### src/rtl/dma_chan_pkg.sv
package dma_chan_pkg;

  typedef enum logic [1:0] {
    SEL_ADDR = 2'd0,
    SEL_CNT  = 2'd1,
    SEL_CTRL = 2'd2,
    SEL_NONE = 2'd3
  } reg_sel_e;

  // True when a step from count c lands on a multiple of 2**lg.
  function automatic logic mark_hit(input logic [31:0] c, input int unsigned lg);
    logic [31:0] nxt;
    logic [31:0] msk;
    nxt = c - 32'd1;
    msk = (32'd1 << lg) - 32'd1;
    return (c != 32'd0) && ((nxt & msk) == 32'd0);
  endfunction

endpackage

### src/rtl/dma_chan_flags.sv
module dma_chan_flags
  import dma_chan_pkg::*;
#(
  parameter int CNT_W     = 14,
  parameter int MARK_LOG2 = 7
) (
  input  logic             clk,
  input  logic             rst_n,
  input  logic             xfer_i,
  input  logic             wr_en,
  input  logic             en,
  input  logic [CNT_W-1:0] cnt,
  output logic             step,
  output logic             last,
  output logic             tc,
  output logic             mark
);

  always_comb begin
    step = xfer_i & en & ~wr_en;
    last = (cnt == '0);
    tc   = step & last;
    mark = step & mark_hit(32'(cnt), MARK_LOG2);
  end

  // after a mark the remaining count sits on an interval boundary
  a_r6_mark_boundary: assert property (@(posedge clk) disable iff (!rst_n)
    mark |=> (cnt[MARK_LOG2-1:0] == '0));

endmodule

### src/rtl/dma_chan_regs.sv
module dma_chan_regs
  import dma_chan_pkg::*;
#(
  parameter int DATA_W = 16,
  parameter int ADDR_W = 16,
  parameter int CNT_W  = 14
) (
  input  logic              clk,
  input  logic              rst_n,
  input  logic              wr_en,
  input  logic [1:0]        wr_sel,
  input  logic [DATA_W-1:0] wr_data,
  input  logic              tc,
  output logic              en,
  output logic              auto_ld,
  output logic              ld_addr,
  output logic              ld_cnt,
  output logic [ADDR_W-1:0] save_addr,
  output logic [CNT_W-1:0]  save_cnt
);

  logic ld_ctrl;

  always_comb begin
    ld_addr = wr_en && (reg_sel_e'(wr_sel) == SEL_ADDR);
    ld_cnt  = wr_en && (reg_sel_e'(wr_sel) == SEL_CNT);
    ld_ctrl = wr_en && (reg_sel_e'(wr_sel) == SEL_CTRL);
  end

  always_ff @(posedge clk) begin
    if (!rst_n) begin
      en        <= 1'b0;
      auto_ld   <= 1'b0;
      save_addr <= '0;
      save_cnt  <= '0;
    end else begin
      if (ld_addr) save_addr <= wr_data[ADDR_W-1:0];
      if (ld_cnt)  save_cnt  <= wr_data[CNT_W-1:0];
      if (ld_ctrl) begin
        en      <= wr_data[0];
        auto_ld <= wr_data[1];
      end else if (tc && !auto_ld) begin
        en <= 1'b0;
      end
    end
  end

  // one-shot block drops the enable after its terminal transfer
  a_r7_oneshot_stop: assert property (@(posedge clk) disable iff (!rst_n)
    (tc && !auto_ld) |=> !en);

  // repeating block keeps the channel enabled
  a_r8_repeat_keep: assert property (@(posedge clk) disable iff (!rst_n)
    (tc && auto_ld) |=> en);

endmodule

### src/rtl/dma_chan_counter.sv
module dma_chan_counter #(
  parameter int DATA_W = 16,
  parameter int ADDR_W = 16,
  parameter int CNT_W  = 14
) (
  input  logic              clk,
  input  logic              rst_n,
  input  logic [DATA_W-1:0] wr_data,
  input  logic              ld_addr,
  input  logic              ld_cnt,
  input  logic              step,
  input  logic              last,
  input  logic              auto_ld,
  input  logic [ADDR_W-1:0] save_addr,
  input  logic [CNT_W-1:0]  save_cnt,
  output logic [ADDR_W-1:0] addr,
  output logic [CNT_W-1:0]  cnt
);

  logic reload;
  assign reload = step & last & auto_ld;

  always_ff @(posedge clk) begin
    if (!rst_n) begin
      addr <= '0;
      cnt  <= '0;
    end else begin
      if (ld_addr)     addr <= wr_data[ADDR_W-1:0];
      else if (reload) addr <= save_addr;
      else if (step)   addr <= addr + ADDR_W'(1);

      if (ld_cnt)               cnt <= wr_data[CNT_W-1:0];
      else if (reload)          cnt <= save_cnt;
      else if (step && !last)   cnt <= cnt - CNT_W'(1);
    end
  end

  // address walks upward by one per accepted transfer
  a_r3_addr_step: assert property (@(posedge clk) disable iff (!rst_n)
    (step && !reload) |=> addr == $past(addr) + ADDR_W'(1));

  // count walks downward by one before the final transfer
  a_r4_cnt_step: assert property (@(posedge clk) disable iff (!rst_n)
    (step && !last) |=> cnt == $past(cnt) - CNT_W'(1));

  // reload brings back the saved count
  a_r8_reload_cnt: assert property (@(posedge clk) disable iff (!rst_n)
    reload |=> (cnt == save_cnt) && (addr == save_addr));

  // a host address write lands regardless of the strobe
  a_r9_host_addr: assert property (@(posedge clk) disable iff (!rst_n)
    ld_addr |=> addr == $past(wr_data[ADDR_W-1:0]));

endmodule

### src/rtl/dma_chan_unit.sv
module dma_chan_unit #(
  parameter int DATA_W    = 16,
  parameter int ADDR_W    = 16,
  parameter int CNT_W     = 14,
  parameter int MARK_LOG2 = 7
) (
  input  logic              clk,
  input  logic              rst_n,
  input  logic              wr_en,
  input  logic [1:0]        wr_sel,
  input  logic [DATA_W-1:0] wr_data,
  input  logic              xfer_i,
  output logic              req_o,
  output logic              auto_o,
  output logic [ADDR_W-1:0] addr_o,
  output logic [CNT_W-1:0]  cnt_o,
  output logic              tc_o,
  output logic              mark_o
);

  logic              en, auto_ld, ld_addr, ld_cnt, step, last, tc, mark;
  logic [ADDR_W-1:0] save_addr, addr;
  logic [CNT_W-1:0]  save_cnt, cnt;

  dma_chan_regs #(.DATA_W(DATA_W), .ADDR_W(ADDR_W), .CNT_W(CNT_W)) u_regs (
    .clk(clk), .rst_n(rst_n), .wr_en(wr_en), .wr_sel(wr_sel), .wr_data(wr_data),
    .tc(tc), .en(en), .auto_ld(auto_ld), .ld_addr(ld_addr), .ld_cnt(ld_cnt),
    .save_addr(save_addr), .save_cnt(save_cnt)
  );

  dma_chan_counter #(.DATA_W(DATA_W), .ADDR_W(ADDR_W), .CNT_W(CNT_W)) u_cnt (
    .clk(clk), .rst_n(rst_n), .wr_data(wr_data), .ld_addr(ld_addr), .ld_cnt(ld_cnt),
    .step(step), .last(last), .auto_ld(auto_ld), .save_addr(save_addr),
    .save_cnt(save_cnt), .addr(addr), .cnt(cnt)
  );

  dma_chan_flags #(.CNT_W(CNT_W), .MARK_LOG2(MARK_LOG2)) u_flags (
    .clk(clk), .rst_n(rst_n), .xfer_i(xfer_i), .wr_en(wr_en), .en(en), .cnt(cnt),
    .step(step), .last(last), .tc(tc), .mark(mark)
  );

  assign req_o  = en;
  assign auto_o = auto_ld;
  assign addr_o = addr;
  assign cnt_o  = cnt;
  assign tc_o   = tc;
  assign mark_o = mark;

  // a disabled channel never flags a transfer
  a_r10_idle_quiet: assert property (@(posedge clk) disable iff (!rst_n)
    !en |-> !(tc || mark));

endmodule

### config.mk
export PLATFORM = sky130hd
export DESIGN_NAME = dma_chan_unit
export DESIGN_NICKNAME = d
export VERILOG_FILES = /design/src/rtl/dma_chan_pkg.sv /design/src/rtl/dma_chan_flags.sv /design/src/rtl/dma_chan_regs.sv /design/src/rtl/dma_chan_counter.sv /design/src/rtl/dma_chan_unit.sv
export SDC_FILE = /design/constraint.sdc
export NUM_CORES = 1
export LEC_CHECK = 0
export BUFFER_PORTS_ARGS = -buffer_cell sky130_fd_sc_hd__buf_2
export CAP_MARGIN = 0
export CELL_PAD_IN_SITES_DETAIL_PLACEMENT = 0
export CELL_PAD_IN_SITES_GLOBAL_PLACEMENT = 2
export CORE_MARGIN = 2
export CORE_UTILIZATION = 36
export DETAILED_ROUTE_END_ITERATION = 10
export PLACE_DENSITY_LB_ADDON = 0.12
export SLEW_MARGIN = 0
export SYNTH_ARGS = -nofsm -noshare
export SYNTH_HDL_FRONTEND = slang
export SYNTH_HIERARCHICAL = 1
export SYNTH_SLANG_ARGS = --single-unit
### constraint.sdc
create_clock -name clk -period 6.2 [get_ports clk]
set_input_delay 0.93 -clock clk [delete_from_list [all_inputs] [get_ports clk]]
set_output_delay 0.93 -clock clk [all_outputs]
set_load 0.005 [all_outputs]
==> results.txt, run 1 <==
----------------------------------------------------
[Timing]
  F_max ... 301 MHz
  Total negative slack ... 0 ps
  Final number of hold-violating endpoints ... 0
  Setup repair after global routing missed its margin ... false
  Time the final worst path needs with I/O delays and setup ... 3320 ps
  Worst rel slew slack ... 0.374
  Actual transition at the worst max-transition pin ... approximately 940 ps
  Pins Over Slew Limit ... 0
  Final Setup Violations ... 0
  Clock Skews ... slightly above 8 ps
  Post-route clock period utilization ... 0.535

[Clock network]
  Number of buffers inserted by post-CTS setup repair ... 0
  CTS tree ... yes
  Number of cells upsized or downsized after cts ... 0
  Largest buffer count on any clock path ... 2
  Clock Sinks ... slightly above 60
  Clock root buffer ... sky130_fd_sc_hd__clkbuf_8
  Number of H-tree levels ... 3
  Number of CTS-inserted buffers ... 9
  Hold buffer count at CTS ... 0
  Worst-path clk slew ... ~70 ps
  Insertion delay to the later sink of the worst-skew pair ... 360 ps

[Floorplanning]
  Die area ... about 11000 sq um
  Die Span Y ... 103 um
  Effective utilization at floorplan ... 0.368
  Horizontal extent of the die ... 103 um
  Std-Cell Core Area ... 9680 sq um
  Num ports ... 56
  Std-Cell Rows ... 36

[Critical path]
  Startpoint of the worst-slack reg-to-reg timing path ... u_cnt/cnt[2]$_SDFFE_PN0P_
  Source of the critical timing path ... u_cnt/cnt[2]$_SDFFE_PN0P_
  End of the worst register-to-register path ... u_cnt/addr[8]$_SDFFE_PN0P_
  Data arrival time of the critical path ... 3580 ps
  Biggest fanout along the worst timing path ... 21
  Worst reg-to-reg setup slack ... around 2900 ps
  Startpoint Class ... flip-flop
  Data required, critical path ... 6470 ps
  Kind of critical path ... flip-flop to flip-flop
  Capturing element type of the critical path ... flip-flop
  Length in cells of the worst reg-to-reg path ... 6

[Place]
  HPWL after DPL ... between 7 and 8 mm
  Final GP Congestion ... between 0.7 and 0.8
  Number of port buffers ... 55
  Post-placement cell area ... 3850 sq um

[Routing]
  Via count ... 3427
  DRC violation total after the first TritonRoute iteration ... 137
  Number of antenna-violating nets in the routed design ... 0
  Number of iterations in the first detailed-routing pass ... 4
  Total length of routed wires ... 11.0 mm
  Vias per std cell ... 5.63
  Routed wirelength normalized by instance count ... 18.0 um
  Post-route DRC ... 0

[Synth]
  Top post-synthesis cells by area ... sky130_fd_sc_hd__dfxtp_1, sky130_fd_sc_hd__o21ai_0, sky130_fd_sc_hd__nand3_1
  Async set or reset register ratio after synthesis ... 0
  Sequential cell area fraction in the yosys report ... 0.348
  Most common library cells after synthesis ... sky130_fd_sc_hd__dfxtp_1, sky130_fd_sc_hd__nand2_1, sky130_fd_sc_hd__o21ai_0
  Syn Area/Cell ... about 8.2 sq um
  Number of synthesized register bits ... 62
  Cell type contributing the most total cell area after synthesis ... sky130_fd_sc_hd__dfxtp_1
  Post-synth EDFFs ... 0
  Net Count, Synth ... ~460
  Syn. warnings ... 6
  Area share of the largest cell type after synthesis ... 0.348
  Cells after Synth ... 432
  Area of the mapped netlist ... 3560 sq um
  Post-synth top flop ... sky130_fd_sc_hd__dfxtp_1
  Most frequent cell after synthesis ... sky130_fd_sc_hd__dfxtp_1
  Number of distinct library cells after synthesis ... 68

[Layout]
  Util after Layout ... 0.421
  Synthesis-to-finish area growth ... 14.3%
  Layout fillers ... 1052
  Share of final-layout standard cells stronger than drive strength 1 ... 0.244
  Post-layout nets ... 495
  Final design instance area without fill ... 4070 sq um
  Antenna cells ... 0

[Hold path]
  Launch point of the worst hold path ... u_regs/save_addr[2]$_SDFFE_PN0P_
  Min-Delay Path Class ... flip-flop to flip-flop
  Hold Crit Depth ... 2
  Worst Hold Endpoint ... u_regs/save_addr[2]$_SDFFE_PN0P_

[GRT]
  Total Routing Usage GR ... 0.211
  Wire length of the first global-routing pass ... 17.0 mm
  GRT overflow ... 0
  Largest net degree at the start of global routing ... 59
  Antenna violations before repair ... 0
  Via count of the first global-routing pass ... 3194

[Pwr]
  Pwr per Cell Area ... between 200 and 250 nW/um^2
  Max rail drop VDD ... 148 uV
  Overall power ... 962 uW
  Leakage dissipation ... ~1.6 nW

[Job]
  Max-cap viol count ... 0

[Status]
  Result of the run ... complete, no violations

----------------------------------------------------
==> how the worst max path moves through the flow <==
stage / endpoint / slack, ps / depth (start not counted)
6_report: u_cnt/addr[8]$_SDFFE_PN0P_ / 2880 / 6
5_1_grt: u_cnt/addr[8]$_SDFFE_PN0P_ / 2660 / 6
4_1_cts: u_cnt/addr[8]$_SDFFE_PN0P_ / 2840 / 6
3_5_place_dp: u_cnt/cnt[13]$_SDFFE_PN0P_ / 2690 / 7
3_3_place_gp: u_cnt/cnt[13]$_SDFFE_PN0P_ / 2710 / 7
2_1_floorplan: u_cnt/addr[15]$_SDFFE_PN0P_ / 3540 / 10
==> flip-flops by register name, summed over array words and instances, names as in the netlist <==
signal / flops
u_regs/save_cnt: 14
u_regs/save_addr: 16
u_regs/auto_ld: 1
u_cnt/cnt: 14
u_cnt/addr: 16
u_regs/en: 1
==> metal layers <==
metal	vias to the layer above	global-route usage	part of all wire
li1	1709	-	-
met1	1644	0.282	0.47
met2	66	0.333	0.48
met3	8	0.0598	0.038
met4	0	0.0597	0.015
met5	-	0	0
==> stage by stage <==
| step | setup WS, ps | cells | hold WS, ps |
|---|---|---|---|
| finish | 2880 | 609 | 459 |
| detailed placement | 2690 | 593 | 446 |
| global route | 2660 | 609 | 475 |
| floorplan | 3540 | 432 | 434 |
| global placement | 2710 | 593 | 447 |
| CTS | 2840 | 609 | 459 |
==> layout by cell type (no fill, tap or decap), drive strengths merged, types with 6 or more instances in the layout <==
cell type  count
a22oi          8
nand4         10
o21ai         58
xor2           6
nand3         44
nand3b         8
buf           58
o211ai         6
a21oi         13
nor4           6
nor2          24
nor3           6
dfxtp         62
clkbuf        10
nand2         44
inv           11
==> where the power goes <==
group	leakage, nW	internal (mW)	switching (mW)	total, mW
Combinational	0.939	0.0502	0.0783	0.128
Sequential	0.504	0.412	0.0167	0.428
Clock	0.108	0.236	0.170	0.405
Total	1.55	0.697	0.265	0.962
==> cell families after synthesis <==
family                     after synthesis  share of synthesized area
adders and majority gates                2                    0.00702
AOI/OAI and AO/OA                      131                      0.256
buffers and inverters                   42                     0.0622
and+or+nand+nor                        182                      0.291
DFF                                     62                      0.348
muxes                                    5                     0.0155
xor gates and xnor gates                 8                     0.0197
==> layout make-up <==
cell class / instances / area [sq um] / area share
Sequential cell: 62 / 1240 / 0.305
Clock buffer: 10 / 138 / 0.0338
Clock inverter: 6 / 85.1 / 0.0209
Timing Repair Buffer: 58 / 298 / 0.0731
Tap cell: 133 / 166 / 0.0409
Multi-Input combinational cell: 328 / 2100 / 0.516
Inverter: 12 / 45.0 / 0.0111
==> critical path: stages (launching register included) <==
cell and delay (ps):
sky130_fd_sc_hd__dfxtp_1 430, sky130_fd_sc_hd__nor4_4 360, sky130_fd_sc_hd__nand2_1 90, sky130_fd_sc_hd__nor2_1 660
sky130_fd_sc_hd__nand3_1 910, sky130_fd_sc_hd__and4_1 520, sky130_fd_sc_hd__o32ai_1 250
Power figures use the tool's default switching activity.
==> run 2, diff against run 1 <==
Settings changed: CORE_UTILIZATION 36 to 30.
Clock period 6.2 ns to 2.8 ns, I/O delays scaled along.
==> results.txt, run 2 (synthesis gave the netlist of run 1 again) <==
----------------------------------------------------
[Pwr]
  Overall power ... 2.32 mW (+140%)
  Max rail drop VDD ... 244 uV (+65%)
  Sw power ... 599 uW (+130%)
  Pwr per Cell Area ... 551 nW/um^2 (+130%)
  Clk network pwr share ... 0.464 (+0.043)
  Switching Fraction ... 0.258 (-0.0173)
  Reg power frac ... 0.410 (-0.035)
  Combinational share of power ... 0.127 (-0.007)
  Leakage dissipation ... 1.63 nW (+5.0%)
  Internal power component ... 1.72 mW (+150%)

[Clock network]
  Clock Sinks ... 62 (unchanged)
  Number of cells upsized or downsized after cts ... 0 (unchanged)
  Number of buffers inserted by post-CTS setup repair ... 0 (unchanged)
  Insertion delay to the later sink of the worst-skew pair ... 330 ps (-30 ps)
  Number of CTS-inserted buffers ... 9 (unchanged)
  Number of H-tree levels ... 3 (unchanged)
  Clock root buffer ... sky130_fd_sc_hd__clkbuf_16
  CTS tree ... yes
  Largest buffer count on any clock path ... 2 (unchanged)
  Worst-path clk slew ... 50 ps (-20 ps)
  Hold buffer count at CTS ... 0 (unchanged)

[Routing]
  Number of antenna-violating nets in the routed design ... 0 (unchanged)
  Total length of routed wires ... 11.8 mm (+8.0%)
  Number of iterations in the first detailed-routing pass ... 7 (+3)
  DRC violation total after the first TritonRoute iteration ... 211 (+54%)
  Routed wirelength normalized by instance count ... 18.9 um (+4.9%)
  Via count ... 3515 (+2.6%)
  Post-route DRC ... 2 (+2)
  Vias per std cell ... 5.61 (-0.38%)

[Timing]
  Pins Over Slew Limit ... 0 (unchanged)
  F_max ... 439 MHz (+46%)
  Total negative slack ... 0 ps (unchanged)
  Post-route clock period utilization ... 0.813 (+0.277)
  Setup repair after global routing missed its margin ... false
  Clock Skews ... 5.11 ps (-2.97 ps)
  Worst rel slew slack ... 0.562 (+0.189)
  Final number of hold-violating endpoints ... 0 (unchanged)
  Time the final worst path needs with I/O delays and setup ... 2280 ps (-1040 ps)
  Actual transition at the worst max-transition pin ... 656 ps (-281 ps)
  Final Setup Violations ... 0 (unchanged)

[Place]
  Cell count after placement ... 612 (+3.2%)
  Post-placement cell area ... 3930 sq um (+2.1%)
  HPWL after DPL ... 8.57 mm (+12%)
  Final GP Congestion ... 0.781 (-1.2%)
  Number of port buffers ... 55 (unchanged)

[Layout]
  Leading cell types in the layout, fill and taps excluded ... sky130_fd_sc_hd__dfxtp_1, sky130_fd_sc_hd__buf_2, sky130_fd_sc_hd__nand2_1, sky130_fd_sc_hd__o21ai_0, sky130_fd_sc_hd__nand3_1
  Antenna cells ... 0 (unchanged)
  Most common cell after layout, fill and taps aside ... sky130_fd_sc_hd__dfxtp_1
  Share of final-layout standard cells stronger than drive strength 1 ... 0.252 (+0.00837)
  Layout fillers ... 1235 (+17%)
  Reg area ... 1240 sq um (unchanged)
  Multi-input logic area ... 2100 sq um (unchanged)
  Post-layout nets ... 504 (+1.8%)
  Synthesis-to-finish area growth ... 18.4%
  Final design instance area without fill ... 4220 sq um (+3.6%)
  Post-Layout Cell Count ... 627 (+3.0%)
  Largest registers ... u_cnt/addr (16), u_regs/save_addr (16)

[Hold path]
  Min-Delay Path Class ... input pin to flip-flop

[Floorplanning]
  Std-Cell Rows ... 39 (+8.3%)
  Die Span Y ... 113 um (+9.2%)
  Effective utilization at floorplan ... 0.309 (-0.0585)
  Die area ... 12800 sq um (+19%)
  Horizontal extent of the die ... 113 um (+9.2%)
  Std-Cell Core Area ... 11500 sq um (+19%)
  Num ports ... 56 (unchanged)

[Critical path]
  Startpoint Class ... flip-flop
  Kind of critical path ... flip-flop to flip-flop
  Data required, critical path ... 3010 ps (-3460 ps)
  Data arrival time of the critical path ... 2490 ps (-1090 ps)
  Capturing element type of the critical path ... flip-flop
  Biggest fanout along the worst timing path ... 11 (-48%)

[GRT]
  GRT overflow ... 0 (unchanged)
  Via count of the first global-routing pass ... 3384 (+5.9%)
  Wire length of the first global-routing pass ... 18.9 mm (+11%)
  Antenna violations before repair ... 0 (unchanged)
  Largest net degree at the start of global routing ... 42 (-29%)
  Total Routing Usage GR ... 0.192 (-0.0186)

[Job]
  Max-cap viol count ... 0 (unchanged)

[Status]
  Failing checks ... DRC
  Result of the run ... finished, violations left

----------------------------------------------------
run 2: changes by cell type in the layout (fill, tap and decap cells not counted):
cell,change
sky130_fd_sc_hd__clkinvlp_4,-2
sky130_fd_sc_hd__clkbuf_8,-6
sky130_fd_sc_hd__buf_4,+9
sky130_fd_sc_hd__clkbuf_16,+9
sky130_fd_sc_hd__clkbuf_1,+2
sky130_fd_sc_hd__bufinv_16,-2
sky130_fd_sc_hd__clkinv_2,-2
run 2: stage by stage:
stage	util	hold slack (ps)	worst slack [ps]
detailed placement	0.341	448	534
global placement	0.341	443	528
CTS	0.366	339	525
finish	0.366	348	524
global route	0.366	352	304
floorplan	-	434	645
run 2: final timing paths:
path / start / end / slack, ps / depth (start not counted)
max: u_cnt/cnt[2]$_SDFFE_PN0P_ / u_cnt/addr[2]$_SDFFE_PN0P_ / 520 / 8
min: wr_data[15] / u_regs/save_addr[15]$_SDFFE_PN0P_ / 350 / 3
min reg2reg: u_regs/save_addr[2]$_SDFFE_PN0P_ / u_regs/save_addr[2]$_SDFFE_PN0P_ / 460 / 2
max reg2reg: u_cnt/cnt[2]$_SDFFE_PN0P_ / u_cnt/addr[2]$_SDFFE_PN0P_ / 520 / 8
run 2: cell type report:
type	count	share of cell area
timing repair buffer	67	0.0866
multi-input combinational	328	0.498
clock buffer	15	0.0682
sequential	62	0.294
tap	143	0.0424
inverter	12	0.0107
run 2: power by group through the flow:
stage	clock [mW]	sequential (mW)	combinational (mW)
finish	1.08	0.952	0.294
global route	1.16	0.956	0.332
CTS	1.11	0.952	0.298
detailed placement	0	0.970	0.297
global placement	0	0.970	0.294
floorplan	0	0.960	0.203
run 2: per-layer routing:
layer  routed length [um]  up-vias  GRT usage
li1                     -     1734          -
met4                  242        0     0.0732
met3                  607       21     0.0359
met2                 5550       85      0.310
met5                    0        -          0
met1                 5440     1675      0.257
run 2: worst max-delay path: stages (launching register included):
cell,delay [ps]
sky130_fd_sc_hd__dfxtp_1,420
sky130_fd_sc_hd__nor4_4,360
sky130_fd_sc_hd__nand2_1,90
sky130_fd_sc_hd__nor2_1,110
sky130_fd_sc_hd__buf_4,180
sky130_fd_sc_hd__and2_1,440
sky130_fd_sc_hd__o21ai_0,180
sky130_fd_sc_hd__a221oi_1,300
sky130_fd_sc_hd__nor2_1,80
==> run 3, diff against run 2 <==
Clock period 2.8 ns to 2 ns, I/O delays scaled along.
==> results.txt, run 3 (synthesis gave the netlist of run 1 again) <==
----------------------------------------------------
[Layout]
  Share of final-layout standard cells stronger than drive strength 1 ... 0.316 (+0.0640)
  Synthesis-to-finish area growth ... 28.0%
  Post-layout nets ... 542 (+7.5%)
  Layout fillers ... 1262 (+2.2%)
  Antenna cells ... 0 (unchanged)
  Most common cell after layout, fill and taps aside ... sky130_fd_sc_hd__dfxtp_1
  Leading cell types in the layout, fill and taps excluded ... sky130_fd_sc_hd__dfxtp_1, sky130_fd_sc_hd__buf_2, sky130_fd_sc_hd__buf_4, sky130_fd_sc_hd__nand2_1, sky130_fd_sc_hd__o21ai_0
  Post-Layout Cell Count ... 665 (+6.1%)
  Largest registers ... u_cnt/addr (16), u_regs/save_addr (16)

[Routing]
  Total length of routed wires ... 12.2 mm (+3.0%)
  DRC violation total after the first TritonRoute iteration ... 179 (-15%)
  Routed wirelength normalized by instance count ... 18.3 um (-2.9%)
  Via count ... 3652 (+3.9%)
  Vias per std cell ... 5.49 (-2.0%)
  Number of antenna-violating nets in the routed design ... 0 (unchanged)
  Number of iterations in the first detailed-routing pass ... 7 (unchanged)
  Post-route DRC ... 1 (-1)

[GRT]
  Highest-utilization routing layer at the global route stage ... met2
  Met3 usage in global routing ... 0.0471 (+0.0112)
  Via count of the first global-routing pass ... 3651 (+7.9%)
  Largest net degree at the start of global routing ... 45 (+7.1%)
  Met2 demand-to-capacity share in global routing ... 0.318 (+0.00884)
  GRT overflow ... 0 (unchanged)
  Antenna violations before repair ... 0 (unchanged)
  Wire length of the first global-routing pass ... 19.3 mm (+2.0%)
  Total Routing Usage GR ... 0.197 (+0.00454)
  Met1 demand-to-capacity share in global routing ... 0.255 (-0.00241)

[Place]
  Number of port buffers ... 55 (unchanged)
  Cell count after placement ... 648 (+5.9%)
  Final GP Congestion ... 0.836 (+7.1%)
  HPWL after DPL ... 9.15 mm (+6.8%)

[Clock network]
  Worst-path clk slew ... 50 ps (about the same)
  Insertion delay to the later sink of the worst-skew pair ... 330 ps (about the same)
  Hold buffer count at CTS ... 0 (unchanged)
  Largest buffer count on any clock path ... 2 (unchanged)
  Number of H-tree levels ... 3 (unchanged)
  Clock root buffer ... sky130_fd_sc_hd__clkbuf_16
  CTS tree ... yes
  Number of CTS-inserted buffers ... 9 (unchanged)
  Clock Sinks ... 62 (unchanged)

[Timing]
  Pins Over Slew Limit ... 0 (unchanged)
  Setup repair after global routing missed its margin ... true
  Worst rel slew slack ... 0.676 (+0.113)
  Clock Skews ... 3.89 ps (-1.22 ps)
  Time the final worst path needs with I/O delays and setup ... 1900 ps (-378 ps)
  Actual transition at the worst max-transition pin ... 482 ps (-173 ps)
  Final Setup Violations ... 0 (unchanged)
  F_max ... 527 MHz (+20%)
  Total negative slack ... 0 ps (unchanged)
  Final number of hold-violating endpoints ... 0 (unchanged)
  Post-route clock period utilization ... 0.949 (+0.136)

[Job]
  Max-cap viol count ... 0 (unchanged)

[Critical path]
  Length in cells of the worst reg-to-reg path ... 9 (+1)
  Kind of critical path ... flip-flop to flip-flop
  Startpoint Class ... flip-flop
  Timing endpoint of the critical path ... u_cnt/addr[9]$_SDFFE_PN0P_
  Startpoint of the worst-slack reg-to-reg timing path ... u_cnt/cnt[10]$_SDFFE_PN0P_
  Source of the critical timing path ... u_cnt/cnt[10]$_SDFFE_PN0P_
  Worst reg-to-reg setup slack ... 100 ps (-420 ps)
  Capturing element type of the critical path ... flip-flop
  Data required, critical path ... 2220 ps (-790 ps)
  Worst path slowest cell ... sky130_fd_sc_hd__dfxtp_1
  Data arrival time of the critical path ... 2120 ps (-370 ps)
  Crit-path max cell delay ... 310 ps (-130 ps)
  Biggest fanout along the worst timing path ... 8 (-3)
  End of the worst register-to-register path ... u_cnt/addr[9]$_SDFFE_PN0P_
  Cells along the critical path ... nor4_2 > nand2_1 > nor2_1 > buf_4 > nand2_1 > buf_4 > o22ai_1 > o21ai_0 > and4_1

[Floorplanning]
  Effective utilization at floorplan ... 0.309 (unchanged)
  Std-Cell Rows ... 39 (unchanged)
  Std-Cell Core Area ... 11500 sq um (unchanged)
  Horizontal extent of the die ... 113 um (unchanged)
  Die Span Y ... 113 um (unchanged)
  Die area ... 12800 sq um (unchanged)
  Num ports ... 56 (unchanged)

[Pwr]
  Pwr per Cell Area ... 714 nW/um^2 (+30%)
  Max rail drop VDD ... 551 uV (+130%)
  Leakage dissipation ... 1.83 nW (+12%)

[Status]
  Failing checks ... DRC
  Result of the run ... finished, violations left

[Hold path]
  Min-Delay Path Class ... input pin to flip-flop

----------------------------------------------------
-- run 3: worst max-delay path: cells and delay by family (launching register included) --
family	cells	cell delay, ps
compound gates	2	210
buf+inv	2	400
flops	1	310
simple gates	5	870
-- run 3: where the power goes --
group	internal [mW]	total [mW]	switching [mW]	leakage (nW)
Combinational	0.216	0.494	0.278	1.19
Sequential	1.28	1.32	0.0384	0.504
Clock	0.898	1.44	0.543	0.133
-- run 3: area by class of cell --
cell class                 instances  area (sq um)  area share
inverter                          12          45.0     0.00988
clock buffer                      14           264      0.0579
sequential                        62          1240       0.272
multi-input combinational        328          2130       0.467
timing repair buffer             105           696       0.153
tap                              143           179      0.0393
clock inverter                     1          5.00     0.00110
-- run 3: worst min-delay path by stage --
stage	startpoint	to	slack, ps	depth (start not counted)
3_5_place_dp	u_regs/save_addr[2]$_SDFFE_PN0P_	u_regs/save_addr[2]$_SDFFE_PN0P_	460	2
5_1_grt	wr_data[15]	u_regs/save_addr[15]$_SDFFE_PN0P_	230	3
4_1_cts	wr_data[15]	u_regs/save_addr[15]$_SDFFE_PN0P_	210	3
6_report	wr_data[15]	u_regs/save_addr[15]$_SDFFE_PN0P_	220	3
3_3_place_gp	u_regs/save_addr[11]$_SDFFE_PN0P_	u_regs/save_addr[11]$_SDFFE_PN0P_	450	2
2_1_floorplan	u_regs/save_addr[4]$_SDFFE_PN0P_	u_regs/save_addr[4]$_SDFFE_PN0P_	430	2
-- run 3: per-stage QoR --
step / utilization / setup WS [ps] / cell area [sq um] / power, mW / hold slack (ps)
CTS: 0.392 / 15.3 / 4510 / 3.29 / 211
floorplan: - / 24.3 / 3560 / 1.63 / 434
global placement: 0.368 / -6.14 / 4240 / 1.83 / 453
global route: 0.396 / -21.3 / 4560 / 3.41 / 227
finish: 0.396 / 102 / 4560 / 3.25 / 225
detailed placement: 0.368 / -11.8 / 4240 / 1.83 / 455
-- run 3: routing by layer --
layer / part of all wire / wire length (um)
met1: 0.45 / 5520
met2: 0.47 / 5710
met3: 0.051 / 627
met4: 0.027 / 332
met5: 0 / 0
-- run 3: what timing repair did --
action / in CTS / in global routing
setup endpoints to repair: 2 / 31
resized for setup: 2 / 7
buffers inserted: 0 / 2
pin swaps: 0 / 5
